===== config.mk =====
export PLATFORM = sky130hd
export DESIGN_NAME = fb_base_latch
export DESIGN_NICKNAME = d
export VERILOG_FILES = /design/src/rtl/fb_base_pkg.sv /design/src/rtl/fb_reg_decode.sv /design/src/rtl/fb_base_swap.sv /design/src/rtl/fb_irq_ctrl.sv /design/src/rtl/fb_base_latch.sv
export SDC_FILE = /design/constraint.sdc
export NUM_CORES = 1
export LEC_CHECK = 0
export BUFFER_PORTS_ARGS = -buffer_cell sky130_fd_sc_hd__buf_2
export CORE_UTILIZATION = 25
export CTS_CLUSTER_SIZE = 25
export DETAILED_ROUTE_END_ITERATION = 10
export HOLD_SLACK_MARGIN = 0.15
export SYNTH_ARGS = -nofsm -noshare
export SYNTH_HDL_FRONTEND = slang
export SYNTH_SLANG_ARGS = --single-unit
export TNS_END_PERCENT = 100

===== constraint.sdc =====
create_clock -name clk -period 1.3 [get_ports clk]
set_input_delay 0.13 -clock clk [delete_from_list [all_inputs] [get_ports clk]]
set_output_delay 0.13 -clock clk [all_outputs]
set_load 0.02 [all_outputs]

===== src/rtl/fb_base_pkg.sv =====
package fb_base_pkg;
  typedef enum logic [1:0] {
    SEL_BASE  = 2'd0,
    SEL_IEN   = 2'd1,
    SEL_MSTAT = 2'd2,
    SEL_ICLR  = 2'd3
  } reg_sel_e;

  localparam int IRQ_W        = 1;
  localparam int SRC_BASE_LD  = 0;
endpackage


===== src/rtl/fb_reg_decode.sv =====
module fb_reg_decode
  import fb_base_pkg::*;
#(
  parameter int DATA_W = 32
) (
  input  logic              bus_wr,
  input  logic [1:0]        bus_sel,
  input  logic [DATA_W-1:0] pending_i,
  input  logic [IRQ_W-1:0]  ien_i,
  input  logic [IRQ_W-1:0]  mstat_i,
  output logic              base_wr_o,
  output logic              ien_wr_o,
  output logic              iclr_wr_o,
  output logic [DATA_W-1:0] rdata_o
);
  localparam int PAD_W = DATA_W - IRQ_W;

  assign base_wr_o = bus_wr && (bus_sel == SEL_BASE);
  assign ien_wr_o  = bus_wr && (bus_sel == SEL_IEN);
  assign iclr_wr_o = bus_wr && (bus_sel == SEL_ICLR);

  always_comb begin
    case (bus_sel)
      SEL_BASE:  rdata_o = pending_i;
      SEL_IEN:   rdata_o = {{PAD_W{1'b0}}, ien_i};
      SEL_MSTAT: rdata_o = {{PAD_W{1'b0}}, mstat_i};
      default:   rdata_o = '0;
    endcase
  end

  always_comb begin
    assert ($countones({base_wr_o, ien_wr_o, iclr_wr_o}) <= 1)
      else $error("decode strobes overlap (R2 R7 R10)");
  end
endmodule


===== src/rtl/fb_base_swap.sv =====
module fb_base_swap #(
  parameter int DATA_W = 32
) (
  input  logic              clk,
  input  logic              rst_n,
  input  logic              base_wr_i,
  input  logic [DATA_W-1:0] wdata_i,
  input  logic              frame_start_i,
  output logic [DATA_W-1:0] pending_o,
  output logic [DATA_W-1:0] active_o,
  output logic              swap_o
);
  localparam logic [DATA_W-1:0] ALIGN_MASK = ~{{(DATA_W-2){1'b0}}, 2'b11};

  function automatic logic [DATA_W-1:0] word_align(input logic [DATA_W-1:0] a);
    return a & ALIGN_MASK;
  endfunction

  logic pend_valid_q;

  // copy uses only state that existed before this cycle's write
  assign swap_o = frame_start_i && pend_valid_q;

  always_ff @(posedge clk or negedge rst_n) begin
    if (!rst_n) begin
      pending_o    <= '0;
      active_o     <= '0;
      pend_valid_q <= 1'b0;
    end else begin
      if (swap_o) active_o <= pending_o;
      if (base_wr_i) begin
        pending_o    <= word_align(wdata_i);
        pend_valid_q <= 1'b1;
      end else if (swap_o) begin
        pend_valid_q <= 1'b0;
      end
    end
  end

  assert_hold_between_frames_R3: assert property (@(posedge clk) disable iff (!rst_n)
    !swap_o |=> $stable(active_o));
  assert_copy_pending_R3: assert property (@(posedge clk) disable iff (!rst_n)
    (swap_o && !base_wr_i) |=> (active_o == pending_o));
  assert_aligned_R2: assert property (@(posedge clk) disable iff (!rst_n)
    base_wr_i |=> (pending_o[1:0] == 2'b00));
  assert_strobe_with_write_R4: assert property (@(posedge clk) disable iff (!rst_n)
    (base_wr_i && frame_start_i) |=> pend_valid_q);
endmodule


===== src/rtl/fb_irq_ctrl.sv =====
module fb_irq_ctrl
  import fb_base_pkg::*;
(
  input  logic             clk,
  input  logic             rst_n,
  input  logic             ien_wr_i,
  input  logic             iclr_wr_i,
  input  logic [IRQ_W-1:0] wdata_i,
  input  logic [IRQ_W-1:0] set_i,
  output logic [IRQ_W-1:0] ien_o,
  output logic [IRQ_W-1:0] mstat_o,
  output logic             irq_o
);
  logic [IRQ_W-1:0] raw_q;
  logic [IRQ_W-1:0] clr_mask;
  logic             any_masked;

  assign clr_mask   = iclr_wr_i ? wdata_i : '0;
  assign mstat_o    = raw_q & ien_o;
  assign any_masked = |mstat_o;

  always_ff @(posedge clk or negedge rst_n) begin
    if (!rst_n) begin
      raw_q <= '0;
      ien_o <= '0;
      irq_o <= 1'b0;
    end else begin
      raw_q <= (raw_q & ~clr_mask) | set_i;   // set has priority
      if (ien_wr_i) ien_o <= wdata_i;
      irq_o <= any_masked;
    end
  end

  assert_set_on_swap_R5: assert property (@(posedge clk) disable iff (!rst_n)
    set_i[SRC_BASE_LD] |=> raw_q[SRC_BASE_LD]);
  assert_clear_takes_R7: assert property (@(posedge clk) disable iff (!rst_n)
    (clr_mask[SRC_BASE_LD] && !set_i[SRC_BASE_LD]) |=> !raw_q[SRC_BASE_LD]);
  assert_irq_follows_R9: assert property (@(posedge clk) disable iff (!rst_n)
    any_masked |=> irq_o);
  assert_mask_all_R10: assert property (@(posedge clk) disable iff (!rst_n)
    (ien_wr_i && (wdata_i == '0)) |=> ##1 !irq_o);
endmodule


===== src/rtl/fb_base_latch.sv =====
module fb_base_latch
  import fb_base_pkg::*;
#(
  parameter int DATA_W = 32
) (
  input  logic              clk,
  input  logic              rst_n,
  input  logic              bus_wr,
  input  logic [1:0]        bus_sel,
  input  logic [DATA_W-1:0] bus_wdata,
  output logic [DATA_W-1:0] bus_rdata,
  input  logic              frame_start_i,
  output logic [DATA_W-1:0] active_base_o,
  output logic              irq_o
);
  logic              base_wr, ien_wr, iclr_wr, swap_evt;
  logic [DATA_W-1:0] pending;
  logic [IRQ_W-1:0]  ien, mstat, set_vec;

  always_comb begin
    set_vec              = '0;
    set_vec[SRC_BASE_LD] = swap_evt;
  end

  fb_reg_decode #(.DATA_W(DATA_W)) u_dec (
    .bus_wr(bus_wr), .bus_sel(bus_sel), .pending_i(pending),
    .ien_i(ien), .mstat_i(mstat), .base_wr_o(base_wr),
    .ien_wr_o(ien_wr), .iclr_wr_o(iclr_wr), .rdata_o(bus_rdata));

  fb_base_swap #(.DATA_W(DATA_W)) u_swap (
    .clk(clk), .rst_n(rst_n), .base_wr_i(base_wr), .wdata_i(bus_wdata),
    .frame_start_i(frame_start_i), .pending_o(pending),
    .active_o(active_base_o), .swap_o(swap_evt));

  fb_irq_ctrl u_irq (
    .clk(clk), .rst_n(rst_n), .ien_wr_i(ien_wr), .iclr_wr_i(iclr_wr),
    .wdata_i(bus_wdata[IRQ_W-1:0]), .set_i(set_vec), .ien_o(ien),
    .mstat_o(mstat), .irq_o(irq_o));

  assert_set_wins_R8: assert property (@(posedge clk) disable iff (!rst_n)
    (swap_evt && iclr_wr && bus_wdata[SRC_BASE_LD]) |=> (mstat[SRC_BASE_LD] == ien[SRC_BASE_LD]));
endmodule


==> reports/metrics.cfg <==
[route]
vias_per_cell = 4.123
dr.pass1.iters = 4
wirelength_um = 5864
ant_nets = 0
drt-initial-drc-count = 57
dr_total_vias = 1913
drc = 0
drt-wirelength-per-cell_um = 12.64

[power]
power_density_nw_per_um2 = 1595
leakage_uw = 0.001876
vdd_drop_max_mv = 0.6655

[floorplanning]
num_rows = 37
die_y_um = 105.0
die-area_um2 = 11020
die_w_um = 105.0
start_util_pct = 25.68
core_area_um2 = 10320
boundaryPins = 103

[global_routing]
grt_pass1_vias = 2016
grt_max_degree = 33
grt_pass1_wl_um = 9763
grt.overflow.total = 0
antenna_found_initial = 0
track_usage_pct = 11.52

[final_layout]
layout.cells.non_filler = 464
nNetsFinal = 361
diodes = 0
post-route-cell-area_um2 = 3857
drive_gt1_share_pct = 56.10
area_delta_synth_final_pct = 45.49
seq_area_um2 = 1602
multi_input_area_um2 = 975.9
num-fill-cells = 1017

[logic_synthesis]
yosys_warnings = 0
async_flop_share_pct = 100.0
synth_flop_cell = dfrtp_1
synthTopCellsByCount = dfrtp_1, mux2_2, and2_1
syn_inst = 180
synth-edff-count = 0
yosys-top-cells-area = dfrtp_1, mux2_2, and2_1, buf_6, buf_4
synth_top_area_share_pct = 60.41
post-synth-top-count-cell = dfrtp_1
synth_area_per_cell_um2 = 14.73
syn-cell-area_um2 = 2651
ys_ff_latch = 64
ys_types = 19
synth_top_area_cell = dfrtp_1
yosysSeqAreaShare_pct = 60.41

[timing]
rsz0062_at_grt = no
max_freq_mhz = 825.9
fin_crit_sh_pct = 93.13
setup_violations = 0
tns_ns = 0
skew_ns = 0.009486
fin_crit_ns = 1.211
hold_viol = 0
drv_slew = 0

[outcome]
status = completed

[placed_design]
finalWeightedCongestion = 0.7363
hpwl_um = 3884
dp.cells = 414
dpl-instance-area_um2 = 3339
port_buffers = 98

[worst_setup_path]
worstSetupEndpointType = primary output
crit_fanout = 11
critPathArrivalTime_ns = 1.08
critPathSlowestCell = buf_4
cp_cell_sequence = buf_2 > buf_4 > nor2_2 > buf_4 > and2_1 > buf_2
critPathKind = in2out
worstRegToRegCells = 3
cpPeakStageDelay_ns = 0.20
cp.required_ns = 1.17
cp_num_cells = 6
cp_num_buf_inv = 4
start_kind = input pin
crit_family = buffers and inverters

[cts]
h-tree-depth = 3
cts_buffers = 9
cts_setup_buffers = 0
cts_tree = done
clkSinkCount = 64
clk_pin_slew_ns = 0.06
cts-root-buf = clkbuf_8
clkLatencyLatePin_ns = 0.33
clk_path_buf_depth = 2

[flow_run]
drv_cap = 0

[worst_hold_path]
hold_path_class = in2reg
holdPathStages = 4

==> placed cells by master (no fill, tap or decap), types with 2 or more instances in the layout <==
cell / instances
buf_12: 2
clkinv_2: 4
and2_1: 31
buf_2: 97
mux2_2: 59
clkbuf_1: 2
conb_1: 3
buf_4: 7
dlygate4sd3_1: 34
clkbuf_8: 10
nand3b_1: 2
buf_6: 2
mux2_1: 2
dfrtp_1: 64
==> worst reg2reg max path, stage by stage (launching register included) <==
cell	delay (ns)
dfrtp_1	0.40
nand2_2	0.11
buf_4	0.19
mux2_2	0.35
==> kinds of logic after synthesis <==
kind of cell           count (synthesis)  share of synthesized area, %
flip-flops                            64                         60.41
multiplexers                          61                         25.91
AND/OR/NAND/NOR                       38                         9.391
buffers and inverters                 13                         3.256
AO/OA/AOI/OAI                          3                        0.8969
other                                  1                        0.1414
==> per-stage QoR <==
stage	utilization, %	hold WS [ns]	worst slack (ns)	total power [uW]
after global routing	37.37	0.2715	0.008756	6571
after detailed placement	32.35	0.1931	0.04034	4695
after CTS	37.24	0.2775	0.01199	6275
final	37.37	0.2983	0.08927	6151
after floorplan	-	-0.1656	0.1909	3994
after global placement	32.35	0.1882	0.03946	4640
==> timing repair <==
action | 4_1_cts | 5_1_grt
hold buffers | 34 | 0
endpoints found under the setup margin | 0 | 14
hold endpoints to repair | 97 | 0
resized for setup | 0 | 5
==> worst paths after layout <==
path,slack (ns),start,end
min in group asynchronous,0.40,rst_n,u_swap.pending_o[18]
setup reg to reg,0.13,u_swap.pend_valid_q,u_swap.active_o[2]
hold / removal,0.30,bus_sel[0],u_irq.raw_q
hold reg to reg,0.50,u_swap.active_o[25],u_swap.active_o[25]
setup / recovery,0.09,bus_sel[0],bus_rdata[16]
max in group asynchronous,0.59,rst_n,u_swap.active_o[4]
==> final cells by class <==
type | instances | area share (%)
Clock buffer | 12 | 3.763
Tap cell | 136 | 4.411
Sequential cell | 64 | 41.52
Timing Repair Buffer | 142 | 24.39
Multi-Input combinational cell | 105 | 25.30
Clock inverter | 4 | 0.5190
Inverter | 1 | 0.09731
==> power by group <==
group          leakage (uW)  internal, uW  total, uW  switching, uW
clock             0.0000899           732       1430            703
sequential         0.000764          2550       2830            285
combinational       0.00102           882       1880           1000
total               0.00188          4160       6150           1990
==> metal layers <==
metal / track usage, % / part of all wire [%] / wire [um]
met2: 19.63 / 49 / 2869
met3: 3.681 / 6.2 / 365
met4: 5.533 / 1.1 / 62
met5: 0 / 0 / 0
met1: 13.02 / 44 / 2566
==> flip-flops by register name, summed over array words and instances, names as in the netlist <==
signal               cells
u_irq.raw_q              1
u_swap.pend_valid_q      1
u_irq.irq_o              1
u_swap.active_o         30
u_irq.ien_o              1
u_swap.pending_o        30
(Power assumes the default switching activity.)
